===== src/rtl/mcr_pkg.sv =====
package mcr_pkg;
  typedef enum logic [0:0] {
    ST_IDLE = 1'b0,
    ST_COPY = 1'b1
  } mcr_state_e;
endpackage


===== src/rtl/mcr_free_count.sv =====
module mcr_free_count #(
  parameter int N_VC = 4,
  localparam int CW = $clog2(N_VC + 1),
  localparam int VW = (N_VC > 1) ? $clog2(N_VC) : 1
) (
  input  logic [N_VC-1:0] busy,
  output logic [CW-1:0]   free_cnt,
  output logic [VW-1:0]   low_vc
);
  always_comb begin
    free_cnt = '0;
    low_vc   = '0;
    for (int v = N_VC - 1; v >= 0; v--) begin
      if (!busy[v]) begin
        free_cnt = free_cnt + CW'(1);
        low_vc   = VW'(v);
      end
    end
  end
endmodule


===== src/rtl/mcr_port_pick.sv =====
module mcr_port_pick #(
  parameter int N_PORTS = 5,
  parameter int CW      = 3,
  localparam int PW = (N_PORTS > 1) ? $clog2(N_PORTS) : 1
) (
  input  logic [N_PORTS*CW-1:0] cnt_flat,
  input  logic [PW-1:0]         excl_port,
  output logic                  found,
  output logic [PW-1:0]         pick_port
);
  logic [CW-1:0] best;

  always_comb begin
    found     = 1'b0;
    pick_port = '0;
    best      = '0;
    for (int p = 0; p < N_PORTS; p++) begin
      if ((PW'(p) != excl_port) && (cnt_flat[p*CW +: CW] > best)) begin
        best      = cnt_flat[p*CW +: CW];
        pick_port = PW'(p);
        found     = 1'b1;
      end
    end
  end
endmodule


===== src/rtl/mcr_dest_pick.sv =====
module mcr_dest_pick #(
  parameter int N_DEST = 8,
  localparam int DW = (N_DEST > 1) ? $clog2(N_DEST) : 1
) (
  input  logic [N_DEST-1:0] mask,
  output logic              any,
  output logic [DW-1:0]     idx,
  output logic [N_DEST-1:0] idx_oh
);
  always_comb begin
    any    = 1'b0;
    idx    = '0;
    idx_oh = '0;
    for (int d = N_DEST - 1; d >= 0; d--) begin
      if (mask[d]) begin
        any    = 1'b1;
        idx    = DW'(d);
        idx_oh = N_DEST'(1) << d;
      end
    end
  end
endmodule


===== src/rtl/mcast_repl_alloc.sv =====
module mcast_repl_alloc
  import mcr_pkg::*;
#(
  parameter int N_PORTS = 5,
  parameter int N_VC    = 4,
  parameter int N_DEST  = 8,
  parameter int FLIT_W  = 32,
  localparam int PW  = (N_PORTS > 1) ? $clog2(N_PORTS) : 1,
  localparam int VW  = (N_VC > 1) ? $clog2(N_VC) : 1,
  localparam int DW  = (N_DEST > 1) ? $clog2(N_DEST) : 1,
  localparam int CW  = $clog2(N_VC + 1),
  localparam int NCH = N_PORTS * N_VC
) (
  input  logic              clk,
  input  logic              rst_n,
  input  logic              in_valid,
  output logic              in_ready,
  input  logic [PW-1:0]     in_port,
  input  logic [N_DEST-1:0] in_mask,
  input  logic [FLIT_W-1:0] in_flit,
  input  logic [NCH-1:0]    vc_busy,
  output logic [NCH-1:0]    wr_vc_en,
  output logic [PW-1:0]     wr_port,
  output logic [VW-1:0]     wr_vc,
  output logic [DW-1:0]     wr_dest,
  output logic [FLIT_W-1:0] wr_flit,
  output logic              stall
);

  // reset: asserted asynchronously, released on a clock edge
  logic [1:0] rst_sync_q;
  logic       rst_i_n;

  always_ff @(posedge clk or negedge rst_n) begin
    if (!rst_n) rst_sync_q <= 2'b00;
    else        rst_sync_q <= {rst_sync_q[0], 1'b1};
  end
  assign rst_i_n = rst_sync_q[1];

  // held state
  mcr_state_e        state_q, state_d;
  logic [N_DEST-1:0] pend_q, pend_d;
  logic [FLIT_W-1:0] flit_q;
  logic [PW-1:0]     port_q;
  logic [NCH-1:0]    last_wr_q;
  logic              accept, load_en;

  // channel occupancy as seen this cycle
  logic [NCH-1:0]     eff_busy;
  logic [N_PORTS*CW-1:0] cnt_flat;
  logic [N_PORTS*VW-1:0] low_flat;

  assign eff_busy = vc_busy | last_wr_q;

  generate
    for (genvar p = 0; p < N_PORTS; p++) begin : g_port
      mcr_free_count #(.N_VC(N_VC)) u_cnt (
        .busy     (eff_busy[p*N_VC +: N_VC]),
        .free_cnt (cnt_flat[p*CW +: CW]),
        .low_vc   (low_flat[p*VW +: VW])
      );
    end
  endgenerate

  logic          port_found;
  logic [PW-1:0] pick_port;

  mcr_port_pick #(.N_PORTS(N_PORTS), .CW(CW)) u_pick (
    .cnt_flat  (cnt_flat),
    .excl_port (port_q),
    .found     (port_found),
    .pick_port (pick_port)
  );

  logic              dest_any;
  logic [DW-1:0]     dest_idx;
  logic [N_DEST-1:0] dest_oh;

  mcr_dest_pick #(.N_DEST(N_DEST)) u_dest (
    .mask   (pend_q),
    .any    (dest_any),
    .idx    (dest_idx),
    .idx_oh (dest_oh)
  );

  logic          do_write;
  logic [VW-1:0] pick_vc;

  assign pick_vc  = low_flat[int'(pick_port)*VW +: VW];
  assign do_write = (state_q == ST_COPY) && dest_any && port_found;
  assign stall    = (state_q == ST_COPY) && dest_any && !port_found;
  assign in_ready = (state_q == ST_IDLE);
  assign accept   = in_valid && in_ready;
  assign load_en  = accept;

  always_comb begin
    wr_vc_en = '0;
    if (do_write) wr_vc_en = NCH'(1) << (int'(pick_port) * N_VC + int'(pick_vc));
  end

  assign wr_port = pick_port;
  assign wr_vc   = pick_vc;
  assign wr_dest = dest_idx;
  assign wr_flit = flit_q;

  // next state
  always_comb begin
    state_d = state_q;
    pend_d  = pend_q;
    if (accept) begin
      pend_d  = in_mask;
      state_d = (in_mask != '0) ? ST_COPY : ST_IDLE;
    end else if (do_write) begin
      pend_d  = pend_q & ~dest_oh;
      state_d = (pend_d != '0) ? ST_COPY : ST_IDLE;
    end
  end

  // registers
  always_ff @(posedge clk or negedge rst_i_n) begin
    if (!rst_i_n) begin
      state_q   <= ST_IDLE;
      pend_q    <= '0;
      last_wr_q <= '0;
    end else begin
      state_q   <= state_d;
      pend_q    <= pend_d;
      last_wr_q <= wr_vc_en;
    end
  end

  always_ff @(posedge clk or negedge rst_i_n) begin
    if (!rst_i_n) begin
      flit_q <= '0;
      port_q <= '0;
    end else if (load_en) begin
      flit_q <= in_flit;
      port_q <= in_port;
    end
  end

  // assertions
  a_r3_single_write: assert property (@(posedge clk) disable iff (!rst_i_n)
    $onehot0(wr_vc_en));

  a_r4_no_busy_write: assert property (@(posedge clk) disable iff (!rst_i_n)
    (wr_vc_en != '0) |-> ((wr_vc_en & vc_busy) == '0));

  a_r4_no_back_to_back: assert property (@(posedge clk) disable iff (!rst_i_n)
    (wr_vc_en != '0) |=> ((wr_vc_en & $past(wr_vc_en)) == '0));

  a_r5_not_arrival_port: assert property (@(posedge clk) disable iff (!rst_i_n)
    (wr_vc_en != '0) |-> (wr_port != port_q));

  a_r8_stall_blocks_write: assert property (@(posedge clk) disable iff (!rst_i_n)
    stall |-> (wr_vc_en == '0));

  a_r8_stall_holds_mask: assert property (@(posedge clk) disable iff (!rst_i_n)
    stall |=> $stable(pend_q));

  a_r2_closed_after_take: assert property (@(posedge clk) disable iff (!rst_i_n)
    (in_valid && in_ready && (in_mask != '0)) |=> !in_ready);

  a_r10_reopen: assert property (@(posedge clk) disable iff (!rst_i_n)
    ((wr_vc_en != '0) && ($countones(pend_q) == 1)) |=> in_ready);

endmodule


===== config.mk =====
export PLATFORM = sky130hd
export DESIGN_NAME = mcast_repl_alloc
export DESIGN_NICKNAME = d
export VERILOG_FILES = /design/src/rtl/mcr_pkg.sv /design/src/rtl/mcr_free_count.sv /design/src/rtl/mcr_port_pick.sv /design/src/rtl/mcr_dest_pick.sv /design/src/rtl/mcast_repl_alloc.sv
export SDC_FILE = /design/constraint.sdc
export NUM_CORES = 1
export LEC_CHECK = 0
export BUFFER_PORTS_ARGS = -buffer_cell sky130_fd_sc_hd__buf_2
export CORE_MARGIN = 4
export CORE_UTILIZATION = 30
export CTS_CLUSTER_DIAMETER = 150
export CTS_CLUSTER_SIZE = 40
export DETAILED_ROUTE_END_ITERATION = 6
export SLEW_MARGIN = 20
export SYNTH_ARGS = -nofsm -noshare
export SYNTH_HDL_FRONTEND = slang
export SYNTH_SLANG_ARGS = --single-unit

===== constraint.sdc =====
create_clock -name clk -period 19.8 [get_ports clk]
set_clock_uncertainty 0.05 [all_clocks]
set_input_delay 1.98 -clock clk [delete_from_list [all_inputs] [get_ports clk]]
set_output_delay 1.98 -clock clk [all_outputs]
set_load 0.03 [all_outputs]

**Yosys cells after proc, flatten, opt, wreduce, memory -nomap -nowiden**

Cells that the tools add are included.

- Register bits after elaboration: 66
- Output and inout bits: 62
- Word-level logic and storage cells: 135

- Add/subtract/negate cells: 16
- Order comparisons: 5
- Equality and inequality tests: 4
- Shift operators: 2
- Mux-type cells: 84
- Bitwise logic cells: 4
- Reduce and logical (&&, ||, !) cells: 14

Operators with widths:

| kind | number |
|---|---|
| $mux W3 | 28 |
| $mux W8 | 10 |
| $mux W2 | 22 |
| $add A3 B1 Y3 const B | 10 |
| $mux W1 | 23 |
| $mux W20 | 1 |
| $or A20 B20 Y20 | 1 |
| $shl A1 B6 Y20 const A | 1 |
| $reduce_bool A8 Y1 | 2 |
| $gt A3 B3 Y1 | 4 |
| $add A1 B1 Y2 const B | 5 |
| $shiftx A10 B5 Y2 | 1 |
| $logic_and A1 B1 Y1 | 9 |
| $and A8 B8 Y8 | 1 |
| $not A8 Y8 | 1 |
| $add A5 B2 Y6 | 1 |
| $ne A2 B3 Y1 const A | 2 |
| $gt A3 B1 Y1 const B | 1 |
| $ne A1 B3 Y1 const A | 1 |
| $ne A3 B3 Y1 const A | 1 |
| $reduce_bool A3 Y1 | 1 |
| $reduce_bool A2 Y1 | 1 |
| $logic_not A1 Y1 | 1 |
| $not A1 Y1 | 1 |

**Depth between registers and ports, before layout**

- Depth in word-level cells: 27
- Mapped depth: 39
- Depth with buffers taken out: 37

**Modules after synthesis**

A second synthesis with hierarchy kept.

- Cell total of the unflattened synthesis: 426
- Area, all modules: 4,204.0 um^2

Modules (own cells, without submodules):

| module | times used | cells an instance | area an instance (um^2) |
|---|---|---|---|
| mcast_repl_alloc | 1 | 223 | 2,737.6 |
| mcr_free_count | 5 | 19 | 142.6 |
| mcr_port_pick | 1 | 85 | 608.1 |
| mcr_dest_pick | 1 | 23 | 145.1 |

**Least setup slack after synthesis**

OpenSTA, ideal clock, no wires.

- Kind: in2out
- Start point: in vc_busy[2]
- End point: out wr_vc_en[11]
- Arrival time: 9.914 ns
- Path slack: 7.856 ns
- Stages on the path: 32
- Buffers on the path: 2
- Path through: or2_2 -> ha_1 -> xnor2_1 -> ha_1 -> and2_1 -> o21ai_1 -> ha_1 -> nor2b_1 -> o21a_1 -> o21ai_1 -> o21ai_0 -> ha_1 -> nor2_1 -> a221oi_1 -> o221ai_2 -> mux2i_4 -> buf_6 -> mux2_2 -> ha_1 -> and3_1 -> a221o_1 -> and3_1 -> a21oi_1 -> ha_1 -> a32o_1 -> a21oi_1 -> nor2_1 -> o311ai_0 -> mux2i_1 -> a221o_1 -> buf_6 -> nor3_1

- Word-level cells in the longest chain between the ends: 25
- Elaborated cells between the ends (all ways): 37
- Classes of those cells: add/sub: 3; order compare: 5; shift: 2; mux: 20; bitwise: 1; reduce/logical: 6

RTL lines:

| what | line | source |
|---|---|---|
| start, declared | mcast_repl_alloc.sv:21 | `input logic [NCH-1:0] vc_busy,` |
| $or A20 B20 Y20 (*) | mcast_repl_alloc.sv:53 | `assign eff_busy = vc_busy \| last_wr_q;` |
| $mux W3 (*) | mcr_free_count.sv:14 | `if (!busy[v]) begin` |
| $add A3 B1 Y3 | mcr_free_count.sv:15 | `free_cnt = free_cnt + CW'(1);` |
| $mux W3 (*) | mcr_free_count.sv:14 |  |
| $add A3 B1 Y3 | mcr_free_count.sv:15 |  |
| $mux W3 (*) | mcr_free_count.sv:14 |  |
| $gt A3 B1 Y1 | mcr_port_pick.sv:18 | `if ((PW'(p) != excl_port) && (cnt_flat[p*CW +: CW] > best)) begin` |
| $logic_and A1 B1 Y1 | mcr_port_pick.sv:18 |  |
| [10 not listed] | -- |  |
| $gt A3 B3 Y1 (*) | mcr_port_pick.sv:18 |  |
| $logic_and A1 B1 Y1 (*) | mcr_port_pick.sv:18 |  |
| $mux W3 (*) | mcr_port_pick.sv:18 |  |
| via wr_port[2] | mcast_repl_alloc.sv:23 | `output logic [PW-1:0] wr_port,` |
| $shiftx A10 B5 Y2 | mcast_repl_alloc.sv:89 | `assign pick_vc = low_flat[int'(pick_port)*VW +: VW];` |
| $add A5 B2 Y6 (*) | mcast_repl_alloc.sv:98 | `if (do_write) wr_vc_en = NCH'(1) << (int'(pick_port) * N_VC + int'(pick_vc));` |
| $shl A1 B6 Y20 (*) | mcast_repl_alloc.sv:98 |  |
| $mux W20 (*) | mcast_repl_alloc.sv:98 |  |
| end, declared | mcast_repl_alloc.sv:22 | `output logic [NCH-1:0] wr_vc_en,` |

Mark *: on every way through the listed nets, which the timed path passes. The rest lies on a longest branch.

**Final worst setup path**

- Start point: in vc_busy[2]
- End point: out wr_vc_en[9]

- Word-level cells in the longest chain between the ends: 25
- Elaborated cells between the ends (all ways): 37
- Classes of those cells: add/sub: 3; order compare: 5; shift: 2; mux: 20; bitwise: 1; reduce/logical: 6

RTL lines:

| what | line |
|---|---|
| $or A20 B20 Y20 (*) | mcast_repl_alloc.sv:53 |
| $mux W3 | mcr_free_count.sv:14 |
| $add A3 B1 Y3 | mcr_free_count.sv:15 |
| $mux W3 | mcr_free_count.sv:14 |
| $add A3 B1 Y3 | mcr_free_count.sv:15 |
| $mux W3 | mcr_free_count.sv:14 |
| $gt A3 B1 Y1 | mcr_port_pick.sv:18 |
| $logic_and A1 B1 Y1 | mcr_port_pick.sv:18 |
| [9 not listed] | -- |
| $mux W3 | mcr_port_pick.sv:18 |
| $gt A3 B3 Y1 | mcr_port_pick.sv:18 |
| $logic_and A1 B1 Y1 | mcr_port_pick.sv:18 |
| $mux W3 | mcr_port_pick.sv:18 |
| $shiftx A10 B5 Y2 | mcast_repl_alloc.sv:89 |
| $add A5 B2 Y6 | mcast_repl_alloc.sv:98 |
| $shl A1 B6 Y20 | mcast_repl_alloc.sv:98 |
| $mux W20 (*) | mcast_repl_alloc.sv:98 |

Mark *: on every way between the ends. The rest lies on a longest branch, timed or not.

==> impl_summary.log <==
INFO  metric async_reset_ff_frac = 1.00
INFO  metric global_route.peak_usage_layer = met2
INFO  metric timing.critical_path.max_delay_family = compound AO/OA/AOI/OAI gates
INFO  metric most_frequent_standard_cell_in_the_layout_excluding_fill_and_tap_cells = sky130_fd_sc_hd__buf_2
INFO  metric cts.sinks = 66
INFO  metric setup.worst_path.start_class = input port
INFO  metric clock_latency = 0.32 ns
INFO  metric synth-edff-count = 0
INFO  metric wl_per_cell = 14.9 um
INFO  metric final_max_slew_viol_count = 0
INFO  metric min_path_type = flip-flop to flip-flop
INFO  metric layout-area-overhead-vs-synth = 28.8%
INFO  metric postSynthNetCount = 553
INFO  metric min_period_over_period = 0.648
INFO  metric setup.worst_path.class = input port to output pin
INFO  metric cts-root-to-sink-buffers = 2
INFO  metric share_of_cells_above_drive_strength_1 = 0.291
INFO  metric tritoncts.num_buffers = 9
INFO  metric cts.hold.buffers_added = 0
INFO  metric postPlaceCellArea = 0.00479 mm^2
INFO  metric core_area = 0.0128 mm^2
INFO  metric cp_data_arrival_time = 10.79 ns
INFO  metric ant_nets = 0
INFO  metric post-route-util = 0.401
INFO  metric timing.final.setup_violations = 0
INFO  metric grt_util_all_layers = 0.153
INFO  metric gr-total-overflow = 0
INFO  metric netlist-cell-type-count = 56
INFO  metric grt_pass1_vias = 3665
INFO  metric timing_hold_violations_final = 0
INFO  metric chipHeight = 123 um
INFO  metric post_drt_via_cell_ratio = 4.72
INFO  metric finish.net_count = 681
INFO  metric timing.critical_path.fanout_max = 12
INFO  metric dp_slack = 7.03 ns
INFO  metric postRouteWirelength = 11300 um
INFO  metric drtPass1Iterations = 4
INFO  metric first_pass_grt_wire_length = 18000 um
INFO  metric cts_htree_levels = 3
INFO  metric synth_sequential_area_ratio = 0.414
INFO  metric cts_setup_buffers = 0
INFO  metric placement.io_buffers = 127
INFO  metric gp_congestion = 0.794
INFO  metric remaining_drc_errors = 0
INFO  metric syn-instance-count = 454
INFO  metric critical_path_required = 17.77 ns
INFO  metric max-cap-violations = 0
INFO  metric largest_net_degree_at_the_start_of_global_routing = 65
INFO  metric routed-via-count = 3585
INFO  metric synth_area_per_cell = 8.79 um^2
INFO  metric floorplan.initialDensity = 0.311
INFO  metric result_of_the_run = finished, final reports clean
INFO  metric i_o_pin_count = 128
INFO  metric clk_root_buffer_cell = sky130_fd_sc_hd__clkbuf_16
INFO  metric hpwl_after_detailed_placement = 8940 um
INFO  metric floorplan.rows = 41
INFO  metric crit_top_cell = sky130_fd_sc_hd__ha_1
INFO  metric global_route.usage.met3 = 0.0416
INFO  metric timing.final.ws_setup = 6.98 ns
INFO  metric worst-slew-pin-transition = 0.885 ns
INFO  metric met2_usage = 0.265
INFO  metric cpPeakStageDelay = 0.82 ns
INFO  metric cts_tree = done
INFO  metric finalCriticalPeriod = 12.82 ns
INFO  metric count_of_instances_resized_after_the_clock_tree_is_built = 0
INFO  metric ys_ff_latch = 66
INFO  metric synthesis.area = 0.00399 mm^2
INFO  metric antennaDiodeCount = 0
INFO  metric number_of_antenna_violations_at_the_first_check_in_global_routing = 1
INFO  metric timing.fmax = 78.0 MHz
INFO  metric yosys_warnings = 0
INFO  metric die_width = 123 um
INFO  metric headroom_to_the_max_slew_limit = 0.410
INFO  metric global_route.usage.met1 = 0.181
INFO  metric clk_pin_slew = 0.06 ns
INFO  metric fin_area = 0.00514 mm^2
INFO  metric fillerInstances = 1341
INFO  metric rsz_0062_raised_after_global_routing = no
INFO  metric cp.buffers_inverters = 3
INFO  metric cpMaxStageDelayCell = sky130_fd_sc_hd__a221oi_2
INFO  metric critPathCaptureType = output pin
INFO  metric mostFrequentLayoutCells = sky130_fd_sc_hd__buf_2 (127), sky130_fd_sc_hd__nand2_1 (123), sky130_fd_sc_hd__dfrtp_1 (65)
INFO  metric synth_top_flop_cell = sky130_fd_sc_hd__dfrtp_1
INFO  metric first_iter_violations = 130
INFO  metric timing.setup.tns = 0 ns
INFO  metric die_area = 0.0152 mm^2
cell usage after synthesis, types with 4 or more instances:
cell type / instances / share of area
sky130_fd_sc_hd__nand2_1: 123 / 0.12
sky130_fd_sc_hd__dfrtp_1: 66 / 0.41
sky130_fd_sc_hd__nor2_1: 41 / 0.039
sky130_fd_sc_hd__ha_1: 33 / 0.10
sky130_fd_sc_hd__inv_1: 20 / 0.019
sky130_fd_sc_hd__nor3_1: 19 / 0.024
sky130_fd_sc_hd__a21oi_1: 17 / 0.021
sky130_fd_sc_hd__o21ai_0: 10 / 0.013
sky130_fd_sc_hd__mux2i_1: 9 / 0.023
sky130_fd_sc_hd__xnor2_1: 9 / 0.020
sky130_fd_sc_hd__clkbuf_1: 8 / 0.0075
sky130_fd_sc_hd__nor3_2: 7 / 0.018
sky130_fd_sc_hd__nor2b_1: 6 / 0.0094
sky130_fd_sc_hd__or2_2: 6 / 0.0094
sky130_fd_sc_hd__nor4_1: 5 / 0.0078
sky130_fd_sc_hd__xor2_1: 5 / 0.011
sky130_fd_sc_hd__nand3_1: 4 / 0.0050
sky130_fd_sc_hd__nand3b_1: 4 / 0.0075
sky130_fd_sc_hd__or3_1: 4 / 0.0063
final timing paths:
path | startpoint | end | slack [ns] | depth (start not counted)
worst max-delay path | vc_busy[2] | wr_vc_en[9] | 6.98 | 30
worst min-delay path | rst_sync_q[0] | rst_sync_q[1] | 0.30 | 0
worst max register to register | last_wr_q[2] | last_wr_q[8] | 10.79 | 28
worst min register to register | rst_sync_q[0] | rst_sync_q[1] | 0.30 | 0
max in group asynchronous | rst_n | rst_sync_q[1] | 18.22 | 1
min in group asynchronous | rst_sync_q[1] | pend_q[2] | 0.39 | 1
worst reg2reg max path, delay by kind of cell, from the launching register on:
| kind | cells | cell delay (ns) |
|---|---|---|
| AO/OA/AOI/OAI | 11 | 3.81 |
| XOR/XNOR | 1 | 0.27 |
| adder cells (fa/ha/maj) | 6 | 1.87 |
| buffers and inverters | 1 | 0.27 |
| flip-flops | 1 | 0.36 |
| multiplexers | 2 | 0.79 |
| AND/OR/NAND/NOR | 7 | 1.48 |
layout make-up:
class,count,area [um^2],area share
clock buffers,12,246,0.0480
multi-input cells,353,2190,0.426
repair buffers,130,678,0.132
clock inverters,4,75.1,0.0146
flip-flops and latches,66,1650,0.322
inverters,22,82.6,0.0161
well taps,172,215,0.0419
flip-flops by register name (all words and copies together) (netlist names):
register / flops
wr_flit: 32
last_wr_q: 20
pend_q: 8
port_q: 3
rst_sync_q: 2
state_q: 1
per-layer routing:
layer	share of wire	routed length (um)
met5	0.00071	8
met4	0.018	207
met3	0.066	753
met2	0.50	5670
met1	0.41	4700
metrics by stage:
stage	hold WS, ns	std cells
after global routing	0.305	759
after detailed placement	0.291	742
after CTS	0.304	758
final	0.302	759
after global placement	0.287	742
after floorplan	0.281	454
kinds of logic after synthesis:
kind of cell	after synthesis	synth area share
simple gates	231	0.262
flops	66	0.414
compound gates	59	0.106
buf+inv	35	0.0398
fa+ha+maj	34	0.106
xor+xnor	14	0.0307
mux	14	0.0405
other cells	1	0.000940
Power is left out: the tool's default activity adds up to more than one toggle a clock period on the data nets, which glitch-free logic cannot reach.
